$ cat config.mk
export PLATFORM = sky130hd
export DESIGN_NAME = fsel_unit
export DESIGN_NICKNAME = d
export VERILOG_FILES = /design/src/rtl/fsel_pkg.sv /design/src/rtl/fsel_decode.sv /design/src/rtl/fsel_core.sv /design/src/rtl/fsel_oreg.sv /design/src/rtl/fsel_unit.sv
export SDC_FILE = /design/constraint.sdc
export NUM_CORES = 1
export LEC_CHECK = 0
export ABC_AREA = 1
export ABC_CLOCK_PERIOD_IN_PS = 1600
export BUFFER_PORTS_ARGS = -buffer_cell sky130_fd_sc_hd__clkbuf_2
export CAP_MARGIN = 20
export CORE_ASPECT_RATIO = 1.5
export CORE_MARGIN = 8
export CORE_UTILIZATION = 49
export CTS_CLUSTER_DIAMETER = 30
export DETAILED_ROUTE_END_ITERATION = 6
export PLACE_DENSITY = 0.88
export SYNTH_ARGS = -nofsm -noshare
export SYNTH_HDL_FRONTEND = slang
export SYNTH_SLANG_ARGS = --single-unit
export TNS_END_PERCENT = 10
$ cat constraint.sdc
create_clock -name clk -period 1.6 [get_ports clk]
set_clock_uncertainty 0.1 [all_clocks]
set_input_delay 0.32 -clock clk [delete_from_list [all_inputs] [get_ports clk]]
set_output_delay 0.32 -clock clk [all_outputs]
set_load 0.01 [all_outputs]
$ cat src/rtl/fsel_pkg.sv
package fsel_pkg;
  localparam int unsigned DATA_W = 64;
  localparam int unsigned FUNC_W = 6;

  localparam logic [FUNC_W-1:0] FN_SEL    = 6'd16;
  localparam logic [FUNC_W-1:0] FN_SELEQZ = 6'd20;
  localparam logic [FUNC_W-1:0] FN_SELNEZ = 6'd23;

  typedef enum logic [1:0] {
    OP_PICK   = 2'd0,
    OP_ZEROIF = 2'd1,
    OP_PASSIF = 2'd2,
    OP_BAD    = 2'd3
  } sel_op_e;
endpackage

$ cat src/rtl/fsel_decode.sv
module fsel_decode
  import fsel_pkg::*;
(
  input  logic [FUNC_W-1:0] func,
  output sel_op_e           op
);
  always_comb begin
    unique case (func)
      FN_SEL:    op = OP_PICK;
      FN_SELEQZ: op = OP_ZEROIF;
      FN_SELNEZ: op = OP_PASSIF;
      default:   op = OP_BAD;
    endcase
  end
endmodule

$ cat src/rtl/fsel_core.sv
module fsel_core
  import fsel_pkg::*;
#(
  parameter int unsigned W = DATA_W
) (
  input  sel_op_e      op,
  input  logic         dbl,
  input  logic [W-1:0] fd,
  input  logic [W-1:0] ft,
  input  logic [W-1:0] fs,
  output logic [W-1:0] result,
  output logic         illegal
);
  localparam int unsigned HALF_W = W / 2;

  logic [W-1:0] picked;
  logic [W-1:0] lane_mask;

  // Mask selecting the lanes that belong to the chosen format.
  genvar g;
  generate
    for (g = 0; g < 2; g++) begin : g_lane
      if (g == 0) begin : g_low
        assign lane_mask[HALF_W-1:0] = {HALF_W{1'b1}};
      end else begin : g_high
        assign lane_mask[W-1:HALF_W] = {(W-HALF_W){dbl}};
      end
    end
  endgenerate

  always_comb begin
    picked  = fd;
    illegal = 1'b0;
    unique case (op)
      OP_PICK:   picked = fd[0] ? ft : fs;
      OP_ZEROIF: picked = ft[0] ? '0 : fs;
      OP_PASSIF: picked = ft[0] ? fs : '0;
      default: begin
        picked  = fd;
        illegal = 1'b1;
      end
    endcase
  end

  // Illegal requests leave the destination unchanged on every bit.
  assign result = illegal ? fd : (picked & lane_mask);
endmodule

$ cat src/rtl/fsel_oreg.sv
module fsel_oreg #(
  parameter int unsigned W = 64
) (
  input  logic         clk,
  input  logic         rst_n,
  input  logic         load,
  input  logic [W-1:0] d_data,
  input  logic         d_illegal,
  input  logic         drain,
  output logic         q_valid,
  output logic [W-1:0] q_data,
  output logic         q_illegal
);
  always_ff @(posedge clk or negedge rst_n) begin
    if (!rst_n) begin
      q_valid   <= 1'b0;
      q_data    <= '0;
      q_illegal <= 1'b0;
    end else if (load) begin
      q_valid   <= 1'b1;
      q_data    <= d_data;
      q_illegal <= d_illegal;
    end else if (drain) begin
      q_valid   <= 1'b0;
      q_illegal <= 1'b0;
    end
  end
endmodule

$ cat src/rtl/fsel_unit.sv
module fsel_unit
  import fsel_pkg::*;
(
  input  logic              clk,
  input  logic              rst_n,
  input  logic              req_valid,
  output logic              req_ready,
  input  logic [FUNC_W-1:0] req_func,
  input  logic              fmt_dbl,
  input  logic [DATA_W-1:0] dst_old,
  input  logic [DATA_W-1:0] src_t,
  input  logic [DATA_W-1:0] src_s,
  output logic              rsp_valid,
  input  logic              rsp_ready,
  output logic [DATA_W-1:0] rsp_data,
  output logic              rsp_illegal
);
  sel_op_e           op;
  logic [DATA_W-1:0] core_result;
  logic              core_illegal;
  logic              take;

  assign req_ready = !rsp_valid || rsp_ready;
  assign take      = req_valid && req_ready;

  fsel_decode u_dec (
    .func (req_func),
    .op   (op)
  );

  fsel_core #(.W(DATA_W)) u_core (
    .op      (op),
    .dbl     (fmt_dbl),
    .fd      (dst_old),
    .ft      (src_t),
    .fs      (src_s),
    .result  (core_result),
    .illegal (core_illegal)
  );

  fsel_oreg #(.W(DATA_W)) u_oreg (
    .clk       (clk),
    .rst_n     (rst_n),
    .load      (take),
    .d_data    (core_result),
    .d_illegal (core_illegal),
    .drain     (rsp_ready),
    .q_valid   (rsp_valid),
    .q_data    (rsp_data),
    .q_illegal (rsp_illegal)
  );
endmodule

### Word-level counts from Yosys, hierarchy flattened

Cells that the tools add are included.

* bitwise operators: 1
* equality and inequality tests: 5
* mux-type cells: 10
* reduce and logical (&&, ||, !) cells: 6

Operators by type and width (number)
* $mux W64: 4
* $pmux W64 S3: 1
* $and A64 B64 Y64: 1
* $eq A6 B5 Y1 const B: 3
* $pmux W2 S3: 1
* $mux W1: 4
* $reduce_or A3 Y1: 1
* $eq A2 B1 Y1 const B: 1
* $eq A2 B2 Y1 const B: 1
* $logic_not A2 Y1: 1
* $reduce_bool A2 Y1: 1
* $logic_and A1 B1 Y1: 1
* $logic_not A1 Y1: 1
* $logic_or A1 B1 Y1: 1

* flip-flop bits (word level): 66
* output and inout port bits: 67
* bits of input ports: 203

### Depth between registers and ports, before layout

Gate-level depths: netlist of the first run.

* depth in word-level cells: 6
* mapped depth: 10
* mapped depth without buffers: 9

### Cells and area by module

Synthesis of the first run repeated with hierarchy kept, for this count alone.

* cell total of the unflattened synthesis: 902
* area total of the unflattened synthesis: 5193.7 um^2

By module, submodules not included
* fsel_core: instances 1, cells an instance 606, area an instance 2625.0 um^2
* fsel_oreg: instances 1, cells an instance 279, area an instance 2491.1 um^2
* fsel_decode: instances 1, cells an instance 13, area an instance 57.6 um^2
* fsel_unit: instances 1, cells an instance 4, area an instance 20.0 um^2

### Worst setup path before layout of the first run

No wires, ideal clock.

* path type: flip-flop to flip-flop
* from: register u_oreg.q_valid
* to: register u_oreg.q_data[33]
* clock period less this slack: 1.475 ns
* path slack: 0.125 ns
* arrival: 1.310 ns
* required time: 1.435 ns
* stages on the path, launching flop included: 9
* path buffers: 1
* path through: dfrtp_1 -> nand2_1 -> nand2_1 -> inv_2 -> nand2_1 -> a21oi_2 -> buf_4 -> nand2_1 -> nand2_1

* longest elaborated chain between the ends: 3

RTL lines
* from (decl): RTL line fsel_oreg.sv:10 `output logic q_valid,`
* from (signal assigned): RTL line fsel_oreg.sv:16 `q_valid <= 1'b0;`
* from (signal assigned): RTL line fsel_oreg.sv:20 `q_valid <= 1'b1;`
* from (signal assigned): RTL line fsel_oreg.sv:24 `q_valid <= 1'b0;`
* $logic_not A1 Y1: RTL line fsel_unit.sv:23 `assign req_ready = !rsp_valid || rsp_ready;`
* $logic_or A1 B1 Y1: RTL line fsel_unit.sv:23
* via req_ready: RTL line fsel_unit.sv:7 `output logic req_ready,`
* $logic_and A1 B1 Y1: RTL line fsel_unit.sv:24 `assign take = req_valid && req_ready;`
* to (signal assigned): RTL line fsel_oreg.sv:21 `q_data <= d_data;`
* to (decl): RTL line fsel_oreg.sv:11 `output logic [W-1:0] q_data,`

The timed path passes the listed nets, and every way through them passes these cells.
A chain may end at the register's enable or synchronous reset.

### Worst setup path after layout of the first run

* from: register u_oreg.q_valid
* to: register u_oreg.q_data[54]

* longest elaborated chain between the ends: 3

RTL lines (RTL line)
* $logic_not A1 Y1: fsel_unit.sv:23
* $logic_or A1 B1 Y1: fsel_unit.sv:23
* $logic_and A1 B1 Y1: fsel_unit.sv:24

No other way between the ends.

==> flow_metrics.py, run 1 <==
metrics = {
    "run_status": {
        "status": "completed",
    },
    "grt": {
        "grtUsageMet2_pct": 47.1,
        "grt_pass1_wl_mm": 37.6,
        "antenna_found_initial": 0,
        "grt_max_degree": 67,
        "busiest_layer": "met2",
        "grt_overflow_total": 0,
        "grtUsageMet1_pct": 30.6,
        "use_met3_pct": 4.64,
        "grt_pass1_vias": 7886,
        "track_usage_pct": 27.4,
    },
    "clocking": {
        "clock_sinks": 66,
        "cts_tree": "built",
        "clk_path_buf_depth": 2,
        "numCtsBuffers": 9,
        "clk_pin_slew_ns": 0.06,
        "h-tree-depth": 3,
        "clk-insertion-delay-late_ns": 0.32,
        "clockRootBuffer": "clkbuf_16",
    },
    "yosys": {
        "synth.distinct_cells": 22,
        "syn_area_per_cell_um2": 5.73,
        "synth_warnings": 0,
        "synth_area_leaders": "nand2_1 30%, dfrtp_1 27%, nand3_1 10%",
        "netlist_top_cells_count": "493 x nand2_1, 127 x nand3_1, 74 x inv_1",
        "yosys.area.top_type": "nand2_1",
        "synth_compound_area_share_pct": 6.51,
        "synthSimpleGateAreaFrac_pct": 55.9,
        "syn_nets": 1285,
        "synth_top_family_by_area": "simple AND/OR/NAND/NOR gates",
        "synth-main-ff-cell": "dfrtp_1",
        "synth_xor_area_share_pct": 0,
        "synthArstFlopShare_pct": 100,
        "synth_most_common_cell": "nand2_1",
        "synth_mux_area_share_pct": 0,
        "synth_fa_ha_area_share_pct": 0,
        "synth_edf_count": 0,
        "netlist_instances": 1082,
        "synth-seq-area-share_pct": 26.6,
        "netlist_area_um2": 6200,
        "yosysTopAreaCellShare_pct": 29.8,
        "ys_seq_elements": 66,
    },
    "worst_setup_path": {
        "rrSetupSlack_ns": 0.13,
        "arrival_ns": 1.64,
        "end_kind": "flop",
        "worstPathMaxFanout": 8,
        "worstSetupPathType": "reg2reg",
        "critPathRequiredTime_ns": 1.77,
        "critPathLaunchType": "flop",
    },
    "timing": {
        "setup_viol": 0,
        "fin_crit_ns": 1.47,
        "fin_crit_sh_pct": 92.1,
        "max_freq_mhz": 679,
        "drv_slew": 0,
        "rsz0062_at_grt": "false",
        "tightestPinTransition_ns": 0.378,
        "fin_tns_setup_ns": 0,
        "maxSlewHeadroom_pct": 74.8,
        "hold_viol": 0,
        "setup_slack_ns": 0.126,
    },
    "place": {
        "place_congestion": 0.901,
        "io_buffer_count": 269,
        "pre_cts_ws_ns": -0.0284,
        "place_area_um2": 7930,
        "dp.final_hpwl_mm": 17.3,
    },
    "final_layout": {
        "drive_gt1_share_pct": 26.4,
        "layout.nets": 1528,
        "stdcell_area_um2": 8360,
        "area_growth_pct": 34.8,
        "diodes": 0,
        "nFillCells": 1109,
    },
    "power_and_ir_drop": {
        "power_density_nw_per_um2": 725,
        "vdd_drop_max_mv": 0.417,
        "total_power_mw": 6.06,
        "leakagePower_nw": 4.92,
    },
    "route": {
        "first_pass_iters": 5,
        "num_vias": 8168,
        "wire_per_inst_um": 15.9,
        "routed_via_density": 5.50,
        "antenna_left": 0,
        "drt_iter0_markers": 563,
        "wl_mm": 23.7,
        "drc": 0,
    },
    "run": {
        "maxCapViolations": 0,
    },
    "floorplan": {
        "die_area_um2": 16600,
        "die_x_um": 108,
        "rows": 50,
        "die_h_um": 154,
        "initial_core_util_pct": 49.8,
        "coreArea_um2": 12400,
        "ios": 270,
    },
    "worst_hold_path": {
        "min_path_type": "in2reg",
    },
}
[cell usage in the layout, fill, tap and decap left out, drive strengths merged]
cell type    instances
nand2              495
clkbuf             279
nand3              129
inv                 75
nor2                71
dfrtp               66
nand4               64
buf                 49
a21boi              32
nand3b              31
o21ai               31
clkinv               3
bufinv               2
a21oi                1
clkinvlp             1
dlygate4sd3          1
[critical path: stages, from the launching register on]
cell and delay [ns]:
dfrtp_1 0.38, nand2_2 0.11, nand2_4 0.09, inv_2 0.08
nand2_1 0.08, a21oi_4 0.14, buf_12 0.14, clkbuf_16 0.16
nand2_1 0.06, nand2_1 0.07
[per-layer routing]
| layer | vias up | share of wire [%] |
|---|---|---|
| li1 | 3949 | - |
| met1 | 3672 | 36 |
| met2 | 450 | 50 |
| met3 | 97 | 8.1 |
| met4 | 0 | 5.6 |
| met5 | - | 0 |
[state kept, by name, summed over array words and instances, names as in the netlist]
name              cells
u_oreg.q_data        64
u_oreg.q_illegal      1
u_oreg.q_valid        1
[logic make-up (layout without fill, tap and decap cells)]
kind of cell	after synthesis	count (layout)
compound gates	64	64
buf+inv	162	410
flops	66	66
simple gates	790	790
[cell type report]
cell class / instances / area (µm²) / share of cell area (%)
flip-flops and latches: 66 / 1650 / 19.7
repair buffers: 319 / 2010 / 24.0
multi-input cells: 854 / 3900 / 46.6
clock inverters: 6 / 90.1 / 1.08
clock buffers: 10 / 239 / 2.86
well taps: 156 / 195 / 2.33
inverters: 75 / 282 / 3.37
[final timing paths]
kind / cells after the start / from / endpoint
max: 9 / u_oreg.q_valid$_DFFE_PN0P_ / u_oreg.q_data[54]$_DFFE_PN0P_
min: 3 / dst_old[49] / u_oreg.q_data[49]$_DFFE_PN0P_
max reg2reg: 9 / u_oreg.q_valid$_DFFE_PN0P_ / u_oreg.q_data[54]$_DFFE_PN0P_
min reg2reg: 2 / u_oreg.q_data[9]$_DFFE_PN0P_ / u_oreg.q_data[9]$_DFFE_PN0P_
max in group asynchronous: 3 / rst_n / u_oreg.q_data[15]$_DFFE_PN0P_
min in group asynchronous: 3 / rst_n / u_oreg.q_data[35]$_DFFE_PN0P_
[timing repair]
action,CTS,global route
buffers inserted,0,1
endpoints found under the hold margin,66,0
gates resized for setup,0,3
hold buffers,1,0
endpoints found under the setup margin,0,1
[power breakdown]
part / switching (mW) / internal, mW / total [mW]
Sequential: 0.141 / 1.91 / 2.05
Clock: 0.800 / 1.41 / 2.21
Combinational: 1.05 / 0.753 / 1.80
Total: 1.99 / 4.08 / 6.06
[metrics by stage]
| stage | hold slack [ns] | std cells | utilization (%) |
|---|---|---|---|
| floorplan | -0.0756 | 1082 | - |
| global route | 0.0999 | 1486 | 67.2 |
| finish | 0.0915 | 1486 | 67.2 |
| detailed placement | 0.260 | 1465 | 63.7 |
| CTS | 0.0826 | 1482 | 66.4 |
| global placement | 0.253 | 1465 | 63.7 |
Power figures use the tool's default switching activity.
==> run 2, diff against run 1 <==
CAP_MARGIN = default   (was 20)
CORE_UTILIZATION = 50   (was 49)
CTS_BUF_LIST = sky130_fd_sc_hd__clkbuf_2   (was default)
PLACE_DENSITY = 0.9   (was 0.88)
==> run 2 against run 1 <==
  * The run now ends with design-rule violations, negative setup slack left
  * Clock power fell by 51%
  * Sequential power barely moved
  * First-iteration DRC count rose by 25%
  * Critical path depth rose by 1
  * Wire length rose by 14%
  * Combinational power rose by 11%
  * Fmax fell by 10%
  * Via count rose by 5.9%
  * Register-to-register slack got worse by 0.17 ns
  * Sequential cell count did not move
  * Total power fell by 15%
  * Die area fell by 1.7%
  * Critical path type unchanged
==> flow_metrics.py, run 2 (synthesized netlist as in run 1, its figures left out) <==
metrics = {
    "run_status": {
        "status": "complete, but fails checks",
        "violations": "design-rule violations, negative setup slack",
    },
    "timing": {
        "hold_viol": 0,
        "fin_tns_setup_ns": -0.0542,
        "holdWs_ns": 0.0323,
        "maxSlewHeadroom_pct": 74.0,
        "max_freq_mhz": 608,
        "fin_crit_ns": 1.64,
        "drv_slew": 0,
        "rsz0062_at_grt": "true",
        "setup_viol": 2,
        "setup_slack_ns": -0.0448,
        "tightestPinTransition_ns": 0.389,
        "fin_crit_sh_pct": 103,
    },
    "floorplan": {
        "coreArea_um2": 12300,
        "die_area_um2": 16300,
        "ios": 270,
        "die_x_um": 107,
        "die_h_um": 152,
        "rows": 50,
        "initial_core_util_pct": 50.3,
    },
    "clocking": {
        "clk_path_buf_depth": 2,
        "cts_tree": "built",
        "clk_pin_slew_ns": 0.24,
        "clk-insertion-delay-late_ns": 0.52,
        "clockRootBuffer": "clkbuf_2",
        "h-tree-depth": 3,
        "numCtsBuffers": 9,
        "clock_sinks": 66,
    },
    "grt": {
        "grt_pass1_vias": 8638,
        "grt_pass1_wl_mm": 42.6,
        "antenna_found_initial": 3,
        "grt_overflow_total": 0,
        "grt_max_degree": 67,
        "track_usage_pct": 32.2,
    },
    "power_and_ir_drop": {
        "pwr-share-seq_pct": 40.2,
        "p_sw_mw": 2.03,
        "p_sw_share_pct": 39.3,
        "leakagePower_nw": 5.12,
        "power_density_nw_per_um2": 584,
        "p_clk_share_pct": 21.0,
        "p_comb_share_pct": 38.8,
        "p_int_mw": 3.13,
        "vdd_drop_max_mv": 0.303,
        "total_power_mw": 5.15,
    },
    "route": {
        "first_pass_iters": 7,
        "wl_met1_mm": 9.35,
        "wl_met2_mm": 13.1,
        "num_vias": 8648,
        "antenna_left": 0,
        "drc": 12,
        "top_layer": "met5",
        "route.met3.wl_mm": 2.90,
        "drt_iter0_markers": 705,
        "wl_mm": 27.1,
        "wire_per_inst_um": 17.4,
        "routed_via_density": 5.57,
    },
    "place": {
        "pre_cts_ws_ns": -0.0807,
        "dp.cells": 1464,
        "io_buffer_count": 269,
        "place_congestion": 0.848,
        "place_area_um2": 7910,
        "dp.final_hpwl_mm": 17.5,
    },
    "worst_setup_path": {
        "critPathRequiredTime_ns": 1.99,
        "worstSetupPathType": "reg2reg",
        "end_kind": "flop",
        "worstSetupStartpoint": "u_oreg.q_valid$_DFFE_PN0P_",
        "timing.rr.start": "u_oreg.q_valid$_DFFE_PN0P_",
        "critPathLaunchType": "flop",
        "worstPathMaxFanout": 8,
        "cp_slowest_cell": "dfrtp_1",
        "slowest_delay_ns": 0.44,
        "path_cells": "nand2_2, buf_4, nand2_8, inv_4, nand2_2, a21oi_4, buf_12, clkbuf_16, nand2_1, nand2_1",
        "arrival_ns": 2.03,
    },
    "run": {
        "maxCapViolations": 0,
    },
    "final_layout": {
        "top_regs": "u_oreg.q_data: 64 flops, u_oreg.q_illegal: 1 flops, u_oreg.q_valid: 1 flops",
        "largest_reg_flops": 64,
        "fin_util_pct": 71.6,
        "mostFrequentLayoutCell": "nand2_1",
        "layout.nets": 1592,
        "fin_cells": 1552,
        "stdcell_area_um2": 8820,
        "drive_gt1_share_pct": 25.5,
        "area_growth_pct": 42.3,
        "mostFrequentLayoutCells": "489 x nand2_1, 269 x clkbuf_2, 127 x nand3_1",
        "regMostFlops": "u_oreg.q_data",
    },
    "worst_hold_path": {
        "min_path_type": "in2reg",
        "min_from": "src_s[59]",
    },
}
## run 2: repair_timing
action                                  CTS  global route
pin swaps                                 1             0
endpoints found under the setup margin    4            88
hold buffers                             63             2
buffers inserted                          1             1
gates cloned                              0             3
resized for setup                         1            20
endpoints found under the hold margin   118             2
## run 2: layout make-up
class,instances,area [µm²]
Tap cell,156,195
Sequential cell,66,1650
Inverter,75,284
Antenna cell,2,5.00
Timing Repair Buffer,383,2650
Fill cell,979,3500
Clock buffer,9,45.0
Clock inverter,7,70.1
Multi-Input combinational cell,854,3920
## run 2: path summary, 6_finish.rpt
kind | to | slack (ns) | cells past startpoint
min | u_oreg.q_data[59]$_DFFE_PN0P_ | 0.03 | 5
min reg2reg | u_oreg.q_data[9]$_DFFE_PN0P_ | 0.41 | 2
max reg2reg | u_oreg.q_data[54]$_DFFE_PN0P_ | -0.04 | 10
min in group asynchronous | u_oreg.q_data[4]$_DFFE_PN0P_ | 0.22 | 3
max in group asynchronous | u_oreg.q_data[53]$_DFFE_PN0P_ | 0.85 | 3
max | u_oreg.q_data[54]$_DFFE_PN0P_ | -0.04 | 10
## run 2: routing by layer
| layer | vias up | track usage, % |
|---|---|---|
| met1 | 3769 | 35.3 |
| met5 | - | 0 |
| met2 | 643 | 53.5 |
| li1 | 4069 | - |
| met4 | 2 | 20.3 |
| met3 | 165 | 8.34 |
## run 2: power groups by stage
| stage | sequential, mW | combinational (mW) | clock (mW) |
|---|---|---|---|
| 3_5_place_dp | 2.08 | 1.79 | 0 |
| 3_3_place_gp | 2.08 | 1.74 | 0 |
| 4_1_cts | 2.05 | 1.92 | 1.09 |
| 2_1_floorplan | 2.18 | 0.778 | 0 |
| 6_report | 2.07 | 2.00 | 1.08 |
| 5_1_grt | 2.09 | 2.18 | 1.14 |
## run 2: worst max-delay path: cells and delay by family (launching register included)
family / cells / cell delay, ns
compound gates: 1 / 0.13
flops: 1 / 0.44
buf+inv: 4 / 0.50
simple gates: 5 / 0.43
